File: src/rtl/uart_tx_pkg.sv
package uart_tx_pkg;

    localparam int DATA_W  = 9;
    localparam int OVS     = 16;
    localparam int GUARD_W = 8;
    localparam int CNT_W   = $clog2(2 * OVS + 1);
    localparam int IDX_W   = $clog2(DATA_W + 1);

    typedef enum logic [2:0] {
        ST_IDLE, ST_START, ST_DATA, ST_PAR, ST_STOP, ST_GUARD
    } tx_state_e;

    typedef enum logic [2:0] {
        PAR_EVEN = 3'd0, PAR_ODD = 3'd1, PAR_ZERO = 3'd2, PAR_ONE = 3'd3,
        PAR_OFF_A = 3'd4, PAR_OFF_B = 3'd5, PAR_DROP_A = 3'd6, PAR_DROP_B = 3'd7
    } par_sel_e;

    typedef struct packed {
        logic [1:0]         len_code;
        logic               nine;
        par_sel_e           par;
        logic [1:0]         stop;
        logic [GUARD_W-1:0] guard;
    } frame_cfg_t;

    function automatic logic [IDX_W-1:0] data_bits(frame_cfg_t c);
        return c.nine ? IDX_W'(DATA_W) : IDX_W'(c.len_code) + IDX_W'(5);
    endfunction

    function automatic logic parity_on(par_sel_e p);
        return !(p == PAR_OFF_A || p == PAR_OFF_B);
    endfunction

    function automatic logic [CNT_W-1:0] stop_ticks(logic [1:0] s);
        case (s)
            2'd0:    return CNT_W'(OVS);
            2'd1:    return CNT_W'(OVS + OVS / 2);
            default: return CNT_W'(2 * OVS);
        endcase
    endfunction

endpackage

File: src/rtl/uart_tx_hold.sv
module uart_tx_hold
    import uart_tx_pkg::*;
(
    input  logic              clk,
    input  logic              rst,
    input  logic              wr_en,
    input  logic [DATA_W-1:0] wr_data,
    input  logic              addr_req,
    input  logic              take,
    output logic              hold_valid,
    output logic [DATA_W-1:0] hold_data,
    output logic              hold_addr
);
    logic addr_pend;

    always_ff @(posedge clk) begin
        if (rst) begin
            hold_valid <= 1'b0;
            hold_data  <= '0;
            hold_addr  <= 1'b0;
            addr_pend  <= 1'b0;
        end else if (wr_en && !hold_valid) begin
            hold_valid <= 1'b1;
            hold_data  <= wr_data;
            hold_addr  <= addr_pend | addr_req;
            addr_pend  <= 1'b0;
        end else begin
            if (take)     hold_valid <= 1'b0;
            if (addr_req) addr_pend  <= 1'b1;
        end
    end
endmodule

File: src/rtl/uart_tx_parity.sv
module uart_tx_parity
    import uart_tx_pkg::*;
(
    input  logic [DATA_W-1:0] data,
    input  frame_cfg_t        cfg,
    input  logic              is_addr,
    output logic              par_bit
);
    logic [DATA_W-1:0] mask;
    logic              odd_ones;

    always_comb begin
        mask     = DATA_W'((DATA_W+1)'(1) << data_bits(cfg)) - DATA_W'(1);
        odd_ones = ^(data & mask);
        case (cfg.par)
            PAR_EVEN:               par_bit = odd_ones;
            PAR_ODD:                par_bit = ~odd_ones;
            PAR_ONE:                par_bit = 1'b1;
            PAR_DROP_A, PAR_DROP_B: par_bit = is_addr;
            default:                par_bit = 1'b0;
        endcase
    end
endmodule

File: src/rtl/uart_tx_shifter.sv
module uart_tx_shifter
    import uart_tx_pkg::*;
(
    input  logic              clk,
    input  logic              rst,
    input  logic              tick,
    input  logic              hold_valid,
    input  logic [DATA_W-1:0] hold_data,
    input  logic              par_bit,
    input  frame_cfg_t        cfg,
    output logic              take,
    output logic              busy,
    output logic              txd
);
    tx_state_e          state;
    frame_cfg_t         cfg_q;
    logic [CNT_W-1:0]   cnt;
    logic [CNT_W-1:0]   lim;
    logic [IDX_W-1:0]   idx;
    logic [DATA_W-1:0]  sh;
    logic               par_q;
    logic [GUARD_W-1:0] guard_left;

    assign take = (state == ST_IDLE) && hold_valid;
    assign busy = (state != ST_IDLE);
    assign lim  = (state == ST_STOP) ? stop_ticks(cfg_q.stop) : CNT_W'(OVS);

    always_comb begin
        case (state)
            ST_START: txd = 1'b0;
            ST_DATA:  txd = sh[0];
            ST_PAR:   txd = par_q;
            default:  txd = 1'b1;
        endcase
    end

    always_ff @(posedge clk) begin
        if (rst) begin
            state      <= ST_IDLE;
            cfg_q      <= '0;
            cnt        <= '0;
            idx        <= '0;
            sh         <= '0;
            par_q      <= 1'b0;
            guard_left <= '0;
        end else if (take) begin
            state <= ST_START;
            cnt   <= '0;
            idx   <= '0;
            sh    <= hold_data;
            par_q <= par_bit;
            cfg_q <= cfg;
        end else if (busy && tick) begin
            if (cnt != lim - CNT_W'(1)) begin
                cnt <= cnt + CNT_W'(1);
            end else begin
                cnt <= '0;
                case (state)
                    ST_START: state <= ST_DATA;
                    ST_DATA: begin
                        sh <= sh >> 1;
                        if (idx == data_bits(cfg_q) - IDX_W'(1))
                            state <= parity_on(cfg_q.par) ? ST_PAR : ST_STOP;
                        else
                            idx <= idx + IDX_W'(1);
                    end
                    ST_PAR: state <= ST_STOP;
                    ST_STOP: begin
                        guard_left <= cfg_q.guard;
                        state      <= (cfg_q.guard != '0) ? ST_GUARD : ST_IDLE;
                    end
                    ST_GUARD: begin
                        guard_left <= guard_left - GUARD_W'(1);
                        if (guard_left == GUARD_W'(1)) state <= ST_IDLE;
                    end
                    default: state <= ST_IDLE;
                endcase
            end
        end
    end
endmodule

File: src/rtl/uart_frame_tx.sv
module uart_frame_tx
    import uart_tx_pkg::*;
(
    input  logic               clk,
    input  logic               rst,
    input  logic               tick,
    input  logic               wr_en,
    input  logic [DATA_W-1:0]  wr_data,
    input  logic [1:0]         len_code,
    input  logic               nine_bit,
    input  logic [2:0]         par_mode,
    input  logic [1:0]         stop_mode,
    input  logic [GUARD_W-1:0] guard_bits,
    input  logic               send_addr,
    output logic               txd,
    output logic               ready,
    output logic               empty
);
    frame_cfg_t        cfg;
    logic              hold_valid;
    logic [DATA_W-1:0] hold_data;
    logic              hold_addr;
    logic              take;
    logic              busy;
    logic              par_bit;

    always_comb begin
        cfg.len_code = len_code;
        cfg.nine     = nine_bit;
        cfg.par      = par_sel_e'(par_mode);
        cfg.stop     = stop_mode;
        cfg.guard    = guard_bits;
    end

    uart_tx_hold u_hold (
        .clk(clk), .rst(rst), .wr_en(wr_en), .wr_data(wr_data),
        .addr_req(send_addr), .take(take), .hold_valid(hold_valid),
        .hold_data(hold_data), .hold_addr(hold_addr)
    );

    uart_tx_parity u_par (
        .data(hold_data), .cfg(cfg), .is_addr(hold_addr), .par_bit(par_bit)
    );

    uart_tx_shifter u_shift (
        .clk(clk), .rst(rst), .tick(tick), .hold_valid(hold_valid),
        .hold_data(hold_data), .par_bit(par_bit), .cfg(cfg),
        .take(take), .busy(busy), .txd(txd)
    );

    assign ready = !hold_valid;
    assign empty = !hold_valid && !busy;
endmodule

File: config.mk
export PLATFORM = sky130hd
export DESIGN_NAME = uart_frame_tx
export DESIGN_NICKNAME = d
export VERILOG_FILES = /design/src/rtl/uart_tx_pkg.sv /design/src/rtl/uart_tx_hold.sv /design/src/rtl/uart_tx_parity.sv /design/src/rtl/uart_tx_shifter.sv /design/src/rtl/uart_frame_tx.sv
export SDC_FILE = /design/constraint.sdc
export NUM_CORES = 1
export LEC_CHECK = 0
export BUFFER_PORTS_ARGS = -buffer_cell sky130_fd_sc_hd__buf_2
export CORE_ASPECT_RATIO = 0.9
export CORE_MARGIN = 5
export CORE_UTILIZATION = 63
export CTS_CLUSTER_DIAMETER = 50
export CTS_CLUSTER_SIZE = 20
export DETAILED_ROUTE_END_ITERATION = 6
export PLACE_DENSITY = 0.85
export RECOVER_POWER = 100
export SYNTH_ARGS = -nofsm -noshare
export SYNTH_HDL_FRONTEND = slang
export SYNTH_HIERARCHICAL = 1
export SYNTH_SLANG_ARGS = --single-unit
File: constraint.sdc
create_clock -name clk -period 6.8 [get_ports clk]
set_input_delay 1.02 -clock clk [delete_from_list [all_inputs] [get_ports clk]]
set_output_delay 1.02 -clock clk [all_outputs]
set_load 0.02 [all_outputs]
## After elaboration in Yosys (flattened, before gate mapping)

Index checks and enable logic that the tools add are counted.

| cells by class | value |
|---|---|
| $add $sub $neg | 8 |
| bitwise gates (word level) | 6 |
| equal/unequal tests | 20 |
| multiplexer cells | 22 |
| reductions and logical operators | 25 |
| shift-type cells | 1 |

Operator list:

| operator | count |
|---|---|
| two-way mux 9 bit | 4 |
| equality test 3 bit (second input constant) | 6 |
| one-hot mux 8 bit (2 select lines) | 1 |
| AND reduction 4 bit | 4 |
| one-hot mux 3 bit (5 select lines) | 1 |
| two-way mux 3 bit | 4 |
| two-way mux 6 bit | 2 |
| one-hot mux 6 bit (2 select lines) | 1 |
| bitwise AND 9 bit | 1 |
| equality test 3 x 2 -> 1 bit (second input constant) | 3 |
| parity 9 bit | 1 |
| left shift 1 x 4 -> 9 bit (first input constant) | 1 |
| subtractor 9 x 2 -> 9 bit (second input constant) | 1 |
| adder 2 x 3 -> 4 bit (second input constant) | 2 |
| equality test 8 x 1 -> 1 bit (second input constant) | 1 |
| two-way mux 4 bit | 2 |
| nonzero test 2 bit | 4 |
| nonzero test 8 bit | 1 |
| subtractor 8 x 1 -> 8 bit (second input constant) | 1 |
| adder 6 x 1 -> 6 bit (second input constant) | 1 |
| equality test 3 x 1 -> 1 bit (second input constant) | 2 |
| logical NOT 3 bit | 2 |
| != test 3 x 2 -> 1 bit (second input constant) | 2 |
| != test 6 bit | 1 |
| 19 further kinds | 33 |

| storage, ports and cells | value |
|---|---|
| bits in registers | 59 |
| bits of input ports | 30 |
| word-level logic and storage cells | 98 |
| output and inout bits | 3 |

## Depth between registers and ports, before layout

| logic depth | value |
|---|---|
| word-level depth | 9 |
| depth in mapped cells | 11 |

## Cells and area by module

The synthesis kept the hierarchy.

By module, submodules not included:

| module | sequential area each (sq um) | times used | area each (sq um) | cells each |
|---|---|---|---|---|
| uart_tx_shifter | 920.9 | 1 | 2317.2 | 292 |
| uart_tx_hold | 240.2 | 1 | 435.4 | 50 |
| uart_tx_parity | 0.0 | 1 | 311.5 | 37 |
| uart_frame_tx | 0.0 | 1 | 7.5 | 2 |

## Worst setup path after synthesis

No wires, ideal clock.

| timing path | value |
|---|---|
| path type | in2reg |
| start point | input len_code[0] |
| end point | register u_shift.par_q |
| arrival time | 3.025 ns |
| stages | 9 |
| path buffers | 0 |
| slack | 3.643 ns |
| cell sequence | ha_1 -> o31ai_1 -> xnor3_1 -> xnor3_1 -> or3_1 -> nand3_1 -> or3b_1 -> nand2_1 -> a21oi_1 |

| on the way | value |
|---|---|
| cells in the longest elaborated chain, start to end | 8 |

RTL lines:

| item | RTL line | source |
|---|---|---|
| start, declared | uart_frame_tx.sv:9 | `input logic [1:0] len_code,` |
| adder 2 x 3 -> 4 bit * | uart_tx_pkg.sv:27 | `return c.nine ? IDX_W'(DATA_W) : IDX_W'(c.len_code) + IDX_W'(5);` |
| two-way mux 4 bit * | uart_tx_pkg.sv:27 |  |
| left shift 1 x 4 -> 9 bit * | uart_tx_parity.sv:13 | `mask = DATA_W'((DATA_W+1)'(1) << data_bits(cfg)) - DATA_W'(1);` |
| subtractor 9 x 2 -> 9 bit * | uart_tx_parity.sv:13 |  |
| bitwise AND 9 bit * | uart_tx_parity.sv:14 | `odd_ones = ^(data & mask);` |
| parity 9 bit * | uart_tx_parity.sv:14 |  |
| inverter 1 bit | uart_tx_parity.sv:17 | `PAR_ODD: par_bit = ~odd_ones;` |
| one-hot mux 1 bit (4 select lines) * | uart_tx_parity.sv:15 | `case (cfg.par)` |
| net par_bit | uart_frame_tx.sv:25 | `logic par_bit;` |
| end signal, assigned | uart_tx_shifter.sv:51 | `par_q <= par_bit;` |
| end, declared | uart_tx_shifter.sv:21 | `logic par_q;` |

Mark *: on every way through the listed nets, which the timed path passes. The rest lies on a longest branch.
A chain may end at the register's enable or synchronous reset.

## Final worst setup path

Ends and elaborated chain as after synthesis.

==> results.md <==
* Pwr Density at around 240 mW/mm^2
* GRT Max-Usage Layer: met2
* GPL Wtd Cong at around 0.8
* Fmax at 303 MHz
* Top Ports at 33
* Final wirelength at roughly 6600 um
* Postcts setup bufs at 0
* Seq pwr share at 45.6%
* Run status: finished with violations
* Syn avg cell area at approximately 8 um^2
* Initial core utilization at around 64%
* Ys async rst share at 0%
* Drt first pass iters at 5
* Sw frac at 25.0%
* Vias in the first global route at between 2k and 3k
* Endpoint type of the worst setup path: register
* Share of the synthesized area in the top cell type at a little under two fifths
* Core area at between 0.004 and 0.005 mm^2
* Total congestion overflow at 0
* Post-synth top cells: nand2_1, dfxtp_1, a21oi_1
* WL per Instance at roughly 14 um
* DR DRC count at 0
* Initial antenna violation count at 0
* TritonCTS Buffers at 9
* Layout cell share with drive strength beyond 1 at roughly 13%
* Max clock buf depth at 2
* Final ANT Viol Nets at 0
* Yosys warnings at 6
* Die area at roughly 0.0064 mm^2
* Largest net degree at the start of global routing at 54
* Placed cell area at about 0.0032 mm^2
* Setup violations, final at 0
* Worst slew margin at -41.3%
* P_sw at 0.000203 W
* CTS clk-pin slew, worst paths at about 0.060 ns
* HP Start: u_shift/cfg_q[14]
* First-pass GRT wire length at between 10,000 and 15,000 um
* Critical Path RT at slightly below 7 ns
* Final period util at between 40% and 50%
* Peak supply drop at around 0.00016 V
* M3 GR Usage at ~6.7%
* Clock Power Share at between 40 and 50%
* Seq/Total Area, Yosys at a little under two fifths
* Fin nets at ~440
* Crit path launch: len_code[0]
* Total number of vias at around 2.8k
* Primary FF master, synth: dfxtp_1
* Final instance area at 0.00341 mm^2
* Antenna Cells at 0
* Yosys reg bits at between 50 and 60
* Iter 0 DRT Violations at 191
* Slew Limit Fails at 54
* Failing checks: capacitance limit, slew limit
* Static Leak at around 1.3 nW
* Clk root buf: clkbuf_8
* PortBufs at 32
* Tmin final at 3.30 ns
* Comb pwr share at roughly 11%
* Hold Crit Class: register to register
* Reg2reg start: u_shift/state[1]
* Gr usage total at between 20% and 30%
* HPWL after DPL at 4330 um
* Worst Skew at 0.00468 ns
* DIE HEIGHT at between 70 and 80 um
* Final hold violation count at 0
* Met1 GRT Util at between 20 and 30%
* Fillers at 380
* Multi-input gate area at around 0.0017 mm^2
* Arrival time at the worst endpoint at between 3 and 4 ns
* Synth Instances at between 300 and 400
* Reg area at about 0.0012 mm^2
* Post-synth EDFFs at 0
* Internal power at 0.000609 W
* Synth-to-Final Area Change at 11.0%
* Slew of the pin with the lowest slew margin at 2.12 ns
* CTS tree: built
* Clock Latency Late Sink at 0.34 ns
* WS Path Type: input pin to register
* Post-Syn Area at 0.00307 mm^2
* CP Launch Type: input pin
* Post-CTS Resized at 0
* Vias/cell at 5.83
* Die X at ~84 um
* TritonCTS sink count at 58
* Most common cell in the netlist: nand2_1
* Yosys top cell by area: dfxtp_1
* RSZ-0062 raised after global routing: false
* CTS H-Tree Depth at 3
* Yosys cell types at 66
* FP Rows at 24
* Setup TNS at 0 ns
* Hold-fix buffers at CTS at 0
* Met2 usage at about a third
* Max FO, Critical Path at 6
* Area contributors post-synth: dfxtp_1, nand2_1, a21oi_1, nor2_1, ha_1
* # Max-Cap Violations at 1
-- layer usage --
layer	vias up	part of all wire [%]	wire length [um]
met5	-	0	0
met4	0	2.2	146
met3	15	7.0	462
met2	97	45	3000
met1	1266	45	3010
li1	1389	-	-
-- power groups by stage --
| stage | Combinational, W | Clock (W) | Sequential (W) |
|---|---|---|---|
| floorplan | 0.0000713 | 0 | 0.000371 |
| global placement | 0.0000868 | 0 | 0.000377 |
| detailed placement | 0.0000890 | 0 | 0.000377 |
| CTS | 0.0000904 | 0.000358 | 0.000370 |
| global route | 0.000102 | 0.000378 | 0.000373 |
| finish | 0.0000906 | 0.000351 | 0.000370 |
-- cell usage in the layout (no fill, tap or decap), types with 3 or more instances in the layout --
cell type	instances
nand2_1	69
dfxtp_1	58
a21oi_1	43
nor2_1	33
buf_2	27
inv_1	12
nand3_1	12
o21ai_0	11
clkbuf_8	10
nand2b_1	10
o31ai_1	8
nor3_1	7
xor2_1	7
ha_1	7
clkbuf_1	6
or4_1	6
xnor2_1	5
mux2i_1	4
nor2b_1	4
a211oi_1	3
or3_1	3
nand3b_1	3
a211o_1	3
a31oi_1	3
a311oi_1	3
-- path summary, 6_finish.rpt --
kind	end	slack, ns	cells after the start
hold reg to reg	u_shift/cfg_q[14]	0.45	2
hold / removal	u_shift/cfg_q[14]	0.45	2
setup / recovery	u_shift/par_q	3.50	10
setup reg to reg	u_shift/sh[2]	3.51	8
-- stage by stage --
| step | worst slack, ns | power (W) | utilization, % | std cells | hold WS [ns] |
|---|---|---|---|---|---|
| 6_report | 3.50 | 0.000812 | 71.4 | 475 | 0.451 |
| 5_1_grt | 3.29 | 0.000853 | 71.4 | 475 | 0.493 |
| 4_1_cts | 3.60 | 0.000819 | 71.8 | 475 | 0.453 |
| 3_5_place_dp | 3.35 | 0.000466 | 67.2 | 459 | 0.445 |
| 3_3_place_gp | 3.40 | 0.000464 | 67.2 | 459 | 0.441 |
| 2_1_floorplan | 3.64 | 0.000442 | - | 382 | 0.431 |
-- registers in the layout, indices dropped and copies added, names as in the netlist --
signal,cells
u_hold/addr_pend,1
u_hold/hold_addr,1
u_hold/hold_data,9
u_hold/hold_valid,1
u_shift/cfg_q,15
u_shift/cnt,6
u_shift/guard_left,8
u_shift/idx,4
u_shift/par_q,1
u_shift/sh,9
u_shift/state,3
-- kinds of logic (layout without fill, tap and decap cells) --
| family | Yosys count | count (layout) | synth area share [%] |
|---|---|---|---|
| other | 1 | 2 | 0.122 |
| flip-flops | 58 | 58 | 37.8 |
| adder cells (fa/ha/maj) | 7 | 7 | 2.85 |
| multiplexers | 5 | 5 | 1.67 |
| XOR/XNOR | 14 | 14 | 4.89 |
| AND/OR/NAND/NOR | 164 | 164 | 26.2 |
| buffers and inverters | 33 | 61 | 5.21 |
| AO/OA/AOI/OAI | 99 | 99 | 21.2 |
-- final cells by class --
cell class	count	share of cell area [%]
Clock buffer	11	4.15
Inverter	12	1.32
Multi-Input combinational cell	291	51.1
Timing Repair Buffer	33	4.73
Clock inverter	5	2.27
Tap cell	65	2.38
Sequential cell	58	34.0
-- critical path, cell delays in order --
cell	delay, ns
clkbuf_1	0.20
ha_1	0.32
o31ai_1	0.33
xnor3_1	0.30
xnor3_1	0.37
or3_1	0.34
nand3_1	0.09
or3b_1	0.34
nand2_1	0.06
a21oi_1	0.07
(Power assumes the default switching activity.)
